[src/rtl/cycdef_pkg.sv]
package cycdef_pkg;
  typedef enum logic [2:0] {
    PWR_RUN      = 3'd0,
    PWR_HALT     = 3'd1,
    PWR_SHUTDOWN = 3'd2,
    PWR_STOPGNT  = 3'd3,
    PWR_STOPCLK  = 3'd4
  } pwr_e;

  typedef struct packed {
    logic dc;
    logic mio;
    logic wr;
  } cyc_enc_t;

  localparam int unsigned NUM_DEF = 3;
endpackage

[src/rtl/cycdef_encoder.sv]
module cycdef_encoder
  import cycdef_pkg::*;
(
  input  logic     src_code_i,
  input  logic     mem_i,
  input  logic     write_i,
  input  logic     spec_i,
  input  logic     inta_i,
  output cyc_enc_t enc_o,
  output logic     illegal_o
);
  always_comb begin
    illegal_o = 1'b0;
    if (inta_i) begin
      enc_o = '{dc: 1'b0, mio: 1'b0, wr: 1'b0};
    end else if (spec_i) begin
      enc_o = '{dc: 1'b0, mio: 1'b0, wr: 1'b1};
    end else begin
      enc_o = '{dc: ~src_code_i, mio: mem_i, wr: write_i};
      // code read from I/O would alias interrupt acknowledge
      illegal_o = src_code_i & ~mem_i & ~write_i;
    end
  end
endmodule

[src/rtl/cycdef_gate.sv]
module cycdef_gate
  import cycdef_pkg::*;
(
  input  logic       clk_i,
  input  logic       rst_ni,
  input  logic       boff_i,
  input  logic       hlda_i,
  input  logic       bus_reset_i,
  input  logic       init_i,
  input  logic       ahold_i,
  input  logic [2:0] pwr_i,
  input  logic       inq_start_i,
  input  logic       inq_cyc_i,
  output logic       start_ok_o,
  output logic       drive_ok_o
);
  logic boff_q;
  logic hard_off;
  logic pwr_run;

  always_ff @(posedge clk_i or negedge rst_ni) begin
    if (!rst_ni) boff_q <= 1'b0;
    else         boff_q <= boff_i;
  end

  assign pwr_run  = (pwr_i == PWR_RUN);
  assign hard_off = hlda_i | bus_reset_i | init_i | (pwr_i == PWR_STOPCLK) | boff_q;

  assign drive_ok_o = ~hard_off & (pwr_run | inq_cyc_i);
  assign start_ok_o = ~hard_off & ~boff_i & ((pwr_run & ~ahold_i) | inq_start_i);
endmodule

[src/rtl/cycdef_beat_ctr.sv]
module cycdef_beat_ctr #(
  parameter int unsigned BEAT_W = 3
) (
  input  logic              clk_i,
  input  logic              rst_ni,
  input  logic              clr_i,
  input  logic              abort_i,
  input  logic              start_i,
  input  logic [BEAT_W-1:0] beats_i,
  input  logic              brdy_i,
  output logic              active_o
);
  localparam logic [BEAT_W-1:0] ONE = BEAT_W'(1);

  logic              active_q;
  logic [BEAT_W-1:0] cnt_q;

  always_ff @(posedge clk_i or negedge rst_ni) begin
    if (!rst_ni) begin
      active_q <= 1'b0;
      cnt_q    <= '0;
    end else if (clr_i) begin
      active_q <= 1'b0;
      cnt_q    <= '0;
    end else if (abort_i && active_q) begin
      active_q <= 1'b0;
      cnt_q    <= '0;
    end else if (start_i) begin
      active_q <= 1'b1;
      cnt_q    <= (beats_i == '0) ? ONE : beats_i;
    end else if (active_q && brdy_i) begin
      if (cnt_q == ONE) active_q <= 1'b0;
      cnt_q <= cnt_q - ONE;
    end
  end

  assign active_o = active_q;

  assert_cnt_live_R4: assert property (@(posedge clk_i) disable iff (!rst_ni)
    active_q |-> (cnt_q != '0));

  assert_last_beat_ends_R4: assert property (@(posedge clk_i) disable iff (!rst_ni)
    (active_q && brdy_i && cnt_q == ONE && !clr_i && !abort_i) |=> !active_q);

  assert_abort_stops_R6: assert property (@(posedge clk_i) disable iff (!rst_ni)
    (active_q && abort_i) |=> !active_q);
endmodule

[src/rtl/bus_cycdef_drv.sv]
module bus_cycdef_drv
  import cycdef_pkg::*;
#(
  parameter int unsigned BEAT_W = 3
) (
  input  logic              clk_i,
  input  logic              rst_ni,
  input  logic              ads_i,
  input  logic              req_code_i,
  input  logic              req_mem_i,
  input  logic              req_write_i,
  input  logic              spec_req_i,
  input  logic              inta_req_i,
  input  logic [BEAT_W-1:0] beats_i,
  input  logic              brdy_i,
  input  logic              boff_i,
  input  logic              hlda_i,
  input  logic              ahold_i,
  input  logic              bus_reset_i,
  input  logic              init_i,
  input  logic              inq_wb_i,
  input  logic [2:0]        pwr_state_i,
  output logic              dc_o,
  output logic              mio_o,
  output logic              wr_o,
  output logic              dc_oe_o,
  output logic              mio_oe_o,
  output logic              wr_oe_o,
  output logic              req_rej_o
);
  cyc_enc_t          req_enc, enc_q, new_enc, out_enc;
  logic              req_ill, ill_eff;
  logic [BEAT_W-1:0] beats_q, new_beats;
  logic              inq_q, new_inq, pend_q;
  logic              clr, start, start_ok, drive_ok, active, oe;

  cycdef_encoder u_enc (
    .src_code_i (req_code_i),
    .mem_i      (req_mem_i),
    .write_i    (req_write_i),
    .spec_i     (spec_req_i),
    .inta_i     (inta_req_i),
    .enc_o      (req_enc),
    .illegal_o  (req_ill)
  );

  // replay of a backed-off cycle overrides the request inputs
  assign new_enc   = pend_q ? enc_q   : req_enc;
  assign new_beats = pend_q ? beats_q : beats_i;
  assign new_inq   = pend_q ? inq_q   : inq_wb_i;
  assign ill_eff   = ~pend_q & req_ill;
  assign clr       = bus_reset_i | init_i;

  cycdef_gate u_gate (
    .clk_i       (clk_i),
    .rst_ni      (rst_ni),
    .boff_i      (boff_i),
    .hlda_i      (hlda_i),
    .bus_reset_i (bus_reset_i),
    .init_i      (init_i),
    .ahold_i     (ahold_i),
    .pwr_i       (pwr_state_i),
    .inq_start_i (new_inq),
    .inq_cyc_i   (inq_q),
    .start_ok_o  (start_ok),
    .drive_ok_o  (drive_ok)
  );

  assign start = ads_i & start_ok & ~active & ~ill_eff;

  cycdef_beat_ctr #(.BEAT_W(BEAT_W)) u_ctr (
    .clk_i    (clk_i),
    .rst_ni   (rst_ni),
    .clr_i    (clr),
    .abort_i  (boff_i),
    .start_i  (start),
    .beats_i  (new_beats),
    .brdy_i   (brdy_i),
    .active_o (active)
  );

  always_ff @(posedge clk_i or negedge rst_ni) begin
    if (!rst_ni) begin
      enc_q   <= '0;
      beats_q <= '0;
      inq_q   <= 1'b0;
      pend_q  <= 1'b0;
    end else if (clr) begin
      pend_q  <= 1'b0;
    end else if (start) begin
      enc_q   <= new_enc;
      beats_q <= new_beats;
      inq_q   <= new_inq;
      pend_q  <= 1'b0;
    end else if (boff_i && active) begin
      pend_q  <= 1'b1;
    end
  end

  assign out_enc   = start ? new_enc : enc_q;
  assign oe        = start | (active & drive_ok);
  assign req_rej_o = ads_i & ill_eff;

  logic [NUM_DEF-1:0] sig_w, en_w;
  for (genvar g = 0; g < int'(NUM_DEF); g++) begin : g_def
    assign sig_w[g] = out_enc[g];
    assign en_w[g]  = oe;
  end

  assign dc_o     = sig_w[2];
  assign mio_o    = sig_w[1];
  assign wr_o     = sig_w[0];
  assign dc_oe_o  = en_w[2];
  assign mio_oe_o = en_w[1];
  assign wr_oe_o  = en_w[0];

  assert_oe_equal_R13: assert property (@(posedge clk_i) disable iff (!rst_ni)
    (dc_oe_o == mio_oe_o) && (mio_oe_o == wr_oe_o));

  assert_reject_float_R3: assert property (@(posedge clk_i) disable iff (!rst_ni)
    (req_rej_o && !active) |-> !dc_oe_o);

  assert_boff_late_float_R5: assert property (@(posedge clk_i) disable iff (!rst_ni)
    boff_i |=> !dc_oe_o);

  assert_hlda_float_R7: assert property (@(posedge clk_i) disable iff (!rst_ni)
    hlda_i |-> !dc_oe_o);

  assert_clr_float_R8: assert property (@(posedge clk_i) disable iff (!rst_ni)
    (bus_reset_i || init_i) |-> !dc_oe_o);

  assert_stopclk_float_R9: assert property (@(posedge clk_i) disable iff (!rst_ni)
    (pwr_state_i == PWR_STOPCLK) |-> !dc_oe_o);

  assert_float_hold_R12: assert property (@(posedge clk_i) disable iff (!rst_ni)
    (!dc_oe_o && !$past(dc_oe_o)) |-> $stable({dc_o, mio_o, wr_o}));
endmodule

[config.mk]
export PLATFORM = sky130hd
export DESIGN_NAME = bus_cycdef_drv
export DESIGN_NICKNAME = d
export VERILOG_FILES = /design/src/rtl/cycdef_pkg.sv /design/src/rtl/cycdef_encoder.sv /design/src/rtl/cycdef_gate.sv /design/src/rtl/cycdef_beat_ctr.sv /design/src/rtl/bus_cycdef_drv.sv
export SDC_FILE = /design/constraint.sdc
export NUM_CORES = 1
export LEC_CHECK = 0
export BUFFER_PORTS_ARGS = -buffer_cell sky130_fd_sc_hd__buf_2
export CAP_MARGIN = 20
export CORE_MARGIN = 4
export CORE_UTILIZATION = 49
export CTS_CLUSTER_SIZE = 25
export DETAILED_ROUTE_END_ITERATION = 10
export GPL_TIMING_DRIVEN = 1
export PLACE_DENSITY_LB_ADDON = 0.2
export SYNTH_ARGS = -nofsm -noshare
export SYNTH_HDL_FRONTEND = slang
export SYNTH_SLANG_ARGS = --single-unit
[constraint.sdc]
create_clock -name clk_i -period 2.55 [get_ports clk_i]
set_input_delay 0.1275 -clock clk_i [delete_from_list [all_inputs] [get_ports clk_i]]
set_output_delay 0.1275 -clock clk_i [all_outputs]
set_load 0.005 [all_outputs]
---- After elaboration in Yosys (flattened, before gate mapping) ----
Index checks and enable logic that the tools add are counted.
word-level totals
  register bits after elaboration ......... 13
  output and inout port bits .............. 7
  word-level logic and storage cells ...... 72
operators by class
  add/subtract/negate cells ............... 1
  eq/ne operators ......................... 2
  muxes and demuxes ....................... 21
  bitwise logic cells ..................... 30
  reduce and logical (&&, ||, !) cells .... 9
operator list
  cell                                                                 number
  3-bit two-way mux                                                    10
  1-bit bitwise AND                                                    12
  1-bit two-way mux                                                    11
  1-bit NOT                                                            10
  1-bit bitwise OR                                                     8
  4-bit nonzero test                                                   2
  3-bit zero test                                                      2
  2-bit AND reduction                                                  2
  3-bit by 1-bit == test with 1-bit output (second input constant)     1
  3-bit == test (second input constant)                                1
  3-bit nonzero test                                                   1
  3-bit by 1-bit subtractor with 3-bit output (second input constant)  1
  1-bit logical AND                                                    2

---- Logic depth before layout (Yosys ltp) ----
Gate-level depths: netlist of run 1.
  word-level depth ........................ 13
  depth in mapped cells ................... 6

---- Hierarchy ----
A second synthesis of run 1 with hierarchy kept.
second synthesis, totals
  cells, all modules ...................... 86
  area total of the unflattened synthesis .. 898.4 um^2
by module, submodules not included
  module           times used  cells an instance  area each (um^2)
  bus_cycdef_drv   1           39                 484.2
  cycdef_beat_ctr  1           32                 290.3
  cycdef_gate      1           9                  85.1
  cycdef_encoder   1           6                  38.8

---- Worst setup path after synthesis of run 1 ----
Ideal clock, no wire load.
  path kind ............................... reg2reg
  start ................................... register u_gate.boff_q
  end ..................................... register inq_q
  setup time .............................. 0.125 ns
  data arrival time ....................... 1.669 ns
  setup slack ............................. 0.756 ns
  cell stages (with the launch flop) ...... 4
  buffers on the path ..................... 0
  period minus slack after synthesis ...... 1.794 ns
  cell sequence ........................... dfrtp_1 or4_4 nor4b_4 mux2_4
on the way
  cells in the longest elaborated chain, start to end .. 8
RTL lines
  item                                  RTL line              RTL
  start, declared                       cycdef_gate.sv:17     logic boff_q;
  start signal, assigned                cycdef_gate.sv:23     else boff_q <= boff_i;
  1-bit bitwise OR                      cycdef_gate.sv:27     assign hard_off = hlda_i | bus_reset_i | init_i | (pwr_i == PWR_STOPCLK) | boff_q;
  1-bit NOT                             cycdef_gate.sv:30     assign start_ok_o = ~hard_off & ~boff_i & ((pwr_run & ~ahold_i) | inq_start_i);
  1-bit bitwise AND (2 in a row)        cycdef_gate.sv:30
  1-bit bitwise AND (3 in a row)        bus_cycdef_drv.sv:69  assign start = ads_i & start_ok & ~active & ~ill_eff;
  2-bit AND reduction (no source line)  -
  end signal, assigned                  bus_cycdef_drv.sv:93  inq_q <= new_inq;
  end, declared                         bus_cycdef_drv.sv:34  logic inq_q, new_inq, pend_q;
Every way passes these cells.
A chain may end at the register's enable or synchronous reset.

---- Worst setup path in the final report of run 1 ----
  start ................................... input boff_i
  end ..................................... output dc_o
on the way
  cells in the longest elaborated chain, start to end .. 7
RTL lines
  item                            RTL line              RTL
  start, declared                 bus_cycdef_drv.sv:16  input logic boff_i,
  1-bit NOT                       cycdef_gate.sv:30
  1-bit bitwise AND (2 in a row)  cycdef_gate.sv:30
  1-bit bitwise AND (3 in a row)  bus_cycdef_drv.sv:69
  3-bit two-way mux               -
  end, declared                   bus_cycdef_drv.sv:23  output logic dc_o,
Every way passes these cells.

==> reports/summary.txt, run 1 <==
Nets -> 130
Fmax -> 443.2 MHz
Leakage -> 0.5174 nW
Total I/O pin count -> 28
Overall Power -> 0.4370 mW
FF-to-FF End -> inq_q
Finish-stage setup viols -> 0
Die width -> 49.67 um
Detailed Route Iter0 Violations -> 5
Share of post-route cells with drive strength above 1 -> 44.34%
CP cell instances -> dlygate4sd3_1 > buf_2 > or3b_4 > nor4_4 > nand2_4 > mux2_2 > buf_2
Crit path top cell by count -> buf_2
Setup Total Neg Slack -> 0 ns
Final Critical Period -> 2.256 ns
Clk_skew -> 0.01465 ns
Initial core utilization -> 53.97%
Synthesis-to-finish area growth -> 21.47%
First-pass GRT wire length -> 2953 um
Routed WL -> 1682 um
Final core utilization -> 65.56%
Hold Fails Final Rpt -> 0
Peak supply drop -> 0.3843 mV
Status -> complete, no violations
Top delay family on crit path -> simple AND/OR/NAND/NOR gates
Hold Crit Endpoint -> pend_q
Crit path max fanout -> 9
Final period util -> 88.49%
Worst setup SP type -> primary input
Critical-path top delay cell -> dlygate4sd3_1
Final ANT Viol Nets -> 0
Synth cell types -> 33
Gpl congestion -> 0.7763
Sequential element share of the synthesized area -> 38.24%
Grt ovf -> 0
Num rows -> 14
Worst hold path cell count -> 2
Pre-CTS setup slack -> 0.6311 ns
Number of synthesized flops with an enable pin -> 0
Detail Placement HPWL -> 1377 um
Setup slack after layout -> 0.2936 ns
Largest net degree at the start of global routing -> 14
Clock-pin slew on the worst setup and hold paths -> 0.08 ns
Most frequent cells in the layout -> 27 x buf_2, 13 x dfrtp_1, 9 x mux2i_1
Critical path data arrival time -> 2.13 ns
Die area -> 0.002467 mm^2
CTS root buf -> clkbuf_4
Max-slew headroom -> 52.95%
Core region area -> 0.001577 mm^2
Initial antenna violation count -> 0
CP Capture Type -> primary output
DRC Markers -> 0
First-pass DRT Iterations -> 4
Commonest non-fill, non-tap cell in the layout -> buf_2
Worst min-delay path category -> primary input to register
Least-Margin Pin Slew -> 0.7043 ns
DR WL/cell -> 13.79 um
Clock latency on the worst-skew pair -> 0.28 ns
Unrepaired setup endpoints after global routing -> false
MaxCap Viol Count -> 0
Bufs and invs on worst path -> 3
Port bufs -> 27
Flop2flop setup slack -> 0.61 ns
FF-to-FF Start -> pend_q
Syn_area_per_cell -> 11.34 um^2
Mapped cell area -> 850.8 um^2
# fillers -> 132
Syn nets -> 98
R2R cell count -> 4
N_diodes -> 0
Post-synthesis sequential element count -> 13
Gr usage total -> 15.39%
Pwr dens -> 422.8 mW/mm^2
Setup bufs post-CTS -> 0
Worst EP required -> 2.42 ns
Primary FF master, synth -> dfrtp_1
CTS Buffer Depth -> 2
H-tree depth -> 1
Asr flop ratio synth -> 100.0%
Synth Instances -> 75
Synth Warn # -> 0
Via/cell ratio -> 5.582
Hold Crit Start -> bus_reset_i
Slowest stage delay, CP -> 0.54 ns
Via count -> 681
Final-report max-slew violation count -> 0
CTS tree -> yes
Clock sinks -> 13
WS Path Type -> primary input to primary output
CTS Buf Count -> 3
Vias in the first global route -> 699
Die height -> 49.67 um
-- sequential cells by signal, summed over array words and instances (netlist names) --
register / cells
beats_q: 3
pend_q: 1
u_gate.boff_q: 1
inq_q: 1
u_ctr.cnt_q: 3
enc_q: 3
u_ctr.active_o: 1
-- final cells by class --
class	count	area, um^2	share of cell area [%]
timing repair buffer	30	162.7	15.74
multi-input combinational	53	476.7	46.13
sequential	13	325.3	31.48
clock buffer	4	26.28	2.542
inverter	6	22.52	2.179
tap	16	20.02	1.937
-- cell usage after synthesis (2+ instances only) --
cell type	count	share of area, %
buf_4	2	1.8
dfrtp_1	13	38
ha_1	2	2.9
inv_1	6	2.6
mux2_2	6	7.9
mux2_4	2	3.5
mux2i_1	9	11
nand2_1	6	2.6
nor2_1	3	1.3
nor4_1	2	1.5
xnor2_1	2	2.1
-- worst register-to-register path: cells and delay by family, from the launching register on --
kind / cells / cell delay [ns]
multiplexers: 2 / 0.57
flip-flops: 1 / 0.54
AND/OR/NAND/NOR: 1 / 0.50
AO/OA/AOI/OAI: 1 / 0.21
-- stage by stage --
step | cell area, um^2 | cells | hold WS (ns)
finish | 1033 | 122 | 0.04704
global route | 1033 | 122 | 0.03351
CTS | 1033 | 122 | 0.04097
detailed placement | 987.2 | 116 | 0.02734
global placement | 987.2 | 116 | 0.02912
floorplan | 850.8 | 75 | -0.1681
-- layer usage --
metal  vias up  GRT usage [%]  routed length [um]
li1        338              -                   -
met1       321          17.79                 719
met2        22          26.21                 823
met3         0          6.928                 139
met4         0          2.765                   0
met5         -              0                   0
-- cell families (layout without fill, tap and decap cells) --
family | count (synthesis) | after routing | share of synthesized area (%)
adders and majority gates | 2 | 2 | 2.941
AOI/OAI and AO/OA | 10 | 10 | 9.559
DFF | 13 | 13 | 38.24
muxes | 17 | 17 | 22.06
buffers and inverters | 9 | 40 | 5.734
and+or+nand+nor | 22 | 22 | 19.41
xor gates and xnor gates | 2 | 2 | 2.059
-- repair_timing --
item	4_1_cts	5_1_grt
gates resized for setup	0	0
hold buffers	2	0
endpoints found under the hold margin	14	0
-- where the power goes --
group | internal (mW) | total, mW | switching [mW] | leakage, nW
logic | 0.0442 | 0.0825 | 0.0383 | 0.334
registers | 0.222 | 0.230 | 0.00849 | 0.169
clock network | 0.0606 | 0.124 | 0.0634 | 0.0150
total | 0.327 | 0.437 | 0.110 | 0.517
-- worst max-delay path by stage --
stage	start	endpoint	slack, ns	cells past startpoint
6_report	boff_i	dc_o	0.29	7
5_1_grt	pend_q	dc_o	0.18	5
4_1_cts	boff_i	dc_o	0.31	7
3_5_place_dp	pend_q	dc_o	0.63	5
3_3_place_gp	u_gate.boff_q	dc_o	0.67	5
2_1_floorplan	u_gate.boff_q	inq_q	0.76	3
(Power assumes the default switching activity.)
==> run 2: changes to the inputs <==
Settings changed: GPL_TIMING_DRIVEN 1 to 0.
==> reports/summary.txt, run 2 (synthesized netlist as in run 1, its figures left out) <==
CP cell instances -> dlygate4sd3_1 > buf_2 > or3b_4 > nor4b_4 > a21o_2 > buf_4 > buf_2
Clock latency on the worst-skew pair -> 0.28 ns (about the same)
Final Cell Area -> 0.001052 mm^2 (+1.8%)
Clk_skew -> 0.004619 ns (-0.01003 ns)
Worst setup SP type -> primary input
Die area -> 0.002467 mm^2 (unchanged)
Detail Placement HPWL -> 1287 um (-6.5%)
Share of post-route cells with drive strength above 1 -> 45.37% (+1.0 points)
Pwr dens -> 417.9 mW/mm^2 (-1.2%)
Grt ovf -> 0 (unchanged)
Hold Fails Final Rpt -> 0 (unchanged)
Initial core utilization -> 53.97% (unchanged)
Setup Total Neg Slack -> 0 ns (unchanged)
Total I/O pin count -> 28 (unchanged)
Leakage -> 0.5293 nW (+2.3%)
# fillers -> 136 (+3.0%)
DR WL/cell -> 13.40 um (-2.8%)
Detailed Route Iter0 Violations -> 5 (unchanged)
First-pass DRT Iterations -> 4 (unchanged)
Final Critical Period -> 2.305 ns (+0.04859 ns)
Via count -> 677 (-0.59%)
Critical path data arrival time -> 2.18 ns (+0.05 ns)
CTS Buf Count -> 3 (unchanged)
CTS tree -> yes
CTS root buf -> clkbuf_4
Worst EP required -> 2.42 ns (about the same)
Dpl cell area -> 0.001006 mm^2 (+1.9%)
Fmax -> 433.8 MHz (-2.1%)
Slowest stage delay, CP -> 0.57 ns (+0.03 ns)
Post-CTS Resized -> 0 (unchanged)
Die height -> 49.67 um (unchanged)
Crit path max fanout -> 7 (-2)
Largest net degree at the start of global routing -> 14 (unchanged)
Finish-stage setup viols -> 0 (unchanged)
Biggest regs -> beats_q: 3 flops, enc_q: 3 flops, u_ctr.cnt_q: 3 flops
Commonest non-fill, non-tap cell in the layout -> buf_2
Bufs and invs on worst path -> 4 (+1)
Routed WL -> 1661 um (-1.2%)
Final period util -> 90.39% (+1.9 points)
Gr usage total -> 15.50% (+0.11 points)
Port bufs -> 27 (unchanged)
H-tree depth -> 1 (unchanged)
Setup bufs post-CTS -> 0 (unchanged)
Peak supply drop -> 0.2915 mV (-24%)
Clock sinks -> 13 (unchanged)
Initial antenna violation count -> 0 (unchanged)
N_diodes -> 0 (unchanged)
Max-slew headroom -> 53.99% (+1.0 points)
Status -> complete, no violations
Worst min-delay path category -> primary input to register
Unrepaired setup endpoints after global routing -> false
Top delay family on crit path -> simple AND/OR/NAND/NOR gates
Core region area -> 0.001577 mm^2 (unchanged)
Most frequent cells in the layout -> 27 x buf_2, 13 x dfrtp_1, 9 x mux2i_1
Critical-path top delay cell -> nor4b_4
Area of the multi-input gates -> 476.7 um^2 (unchanged)
Gpl congestion -> 0.7026 (-9.5%)
First-pass GRT wire length -> 2842 um (-3.8%)
Synthesis-to-finish area growth -> 23.68%
Via/cell ratio -> 5.460 (-2.2%)
Num rows -> 14 (unchanged)
WS Path Type -> primary input to primary output
Vias in the first global route -> 687 (-1.7%)
FF+latch area -> 325.3 um^2 (unchanged)
Clock-pin slew on the worst setup and hold paths -> 0.07 ns (about the same)
Die width -> 49.67 um (unchanged)
MaxCap Viol Count -> 0 (unchanged)
Crit path top cell by count -> buf_2
Final ANT Viol Nets -> 0 (unchanged)
DRC Markers -> 0 (unchanged)
Least-Margin Pin Slew -> 0.6861 ns (-0.01819 ns)
Nets -> 132 (+1.5%)
CTS Buffer Depth -> 2 (unchanged)
Final-report max-slew violation count -> 0 (unchanged)
Post-CTS Hold Buffers -> 2 (unchanged)
CP Capture Type -> primary output
-- run 2: cell count changes in the layout (fill, tap and decap cells not counted) --
cell	change
buf_4	+1
buf_6	+1
-- run 2: per-stage QoR --
stage / worst slack [ns] / utilization (%) / total power [mW] / hold slack [ns] / instances
2_1_floorplan: 0.7560 / - / 0.2748 / -0.1681 / 75
3_3_place_gp: 0.5984 / 63.81 / 0.3107 / 0.03668 / 118
3_5_place_dp: 0.5871 / 63.81 / 0.3139 / 0.03796 / 118
4_1_cts: 0.2208 / 66.75 / 0.4498 / 0.02029 / 124
5_1_grt: 0.1511 / 66.75 / 0.4705 / 0.02324 / 124
6_report: 0.2450 / 66.75 / 0.4398 / 0.03167 / 124
-- run 2: cell type report --
class	count	area share, %
Sequential cell	13	30.92
Inverter	6	2.140
Tap cell	16	1.902
Multi-Input combinational cell	53	45.30
Timing Repair Buffer	29	14.74
Buffer	3	2.497
Clock buffer	4	2.497
-- run 2: path summary, 6_finish.rpt --
path,endpoint,from,slack (ns),depth (start not counted)
worst min-delay path,pend_q,bus_reset_i,0.03,2
min in group asynchronous,beats_q[0],rst_ni,0.26,2
worst max-delay path,wr_oe_o,boff_i,0.24,7
worst min register to register,enc_q[2],enc_q[2],0.51,1
worst max register to register,inq_q,u_gate.boff_q,0.65,3
max in group asynchronous,u_ctr.cnt_q[2],rst_ni,2.06,2
-- run 2: routing by layer --
layer	track usage, %	share of wire, %
met2	27.53	48
met4	9.677	2.7
met5	0	0
met1	16.07	43
met3	3.916	5.9
-- run 2: report_power, final --
part	leakage, nW	internal, mW	switching [mW]	total [mW]
clock	0.0150	0.0607	0.0679	0.129
sequential	0.169	0.222	0.00756	0.229
combinational	0.345	0.0434	0.0383	0.0818
total	0.529	0.326	0.114	0.440
-- run 2: worst reg2reg max path, stage by stage (launching register included) --
cell	delay, ns
dfrtp_1	0.36
or4_4	0.58
nor4b_4	0.52
mux2_4	0.34
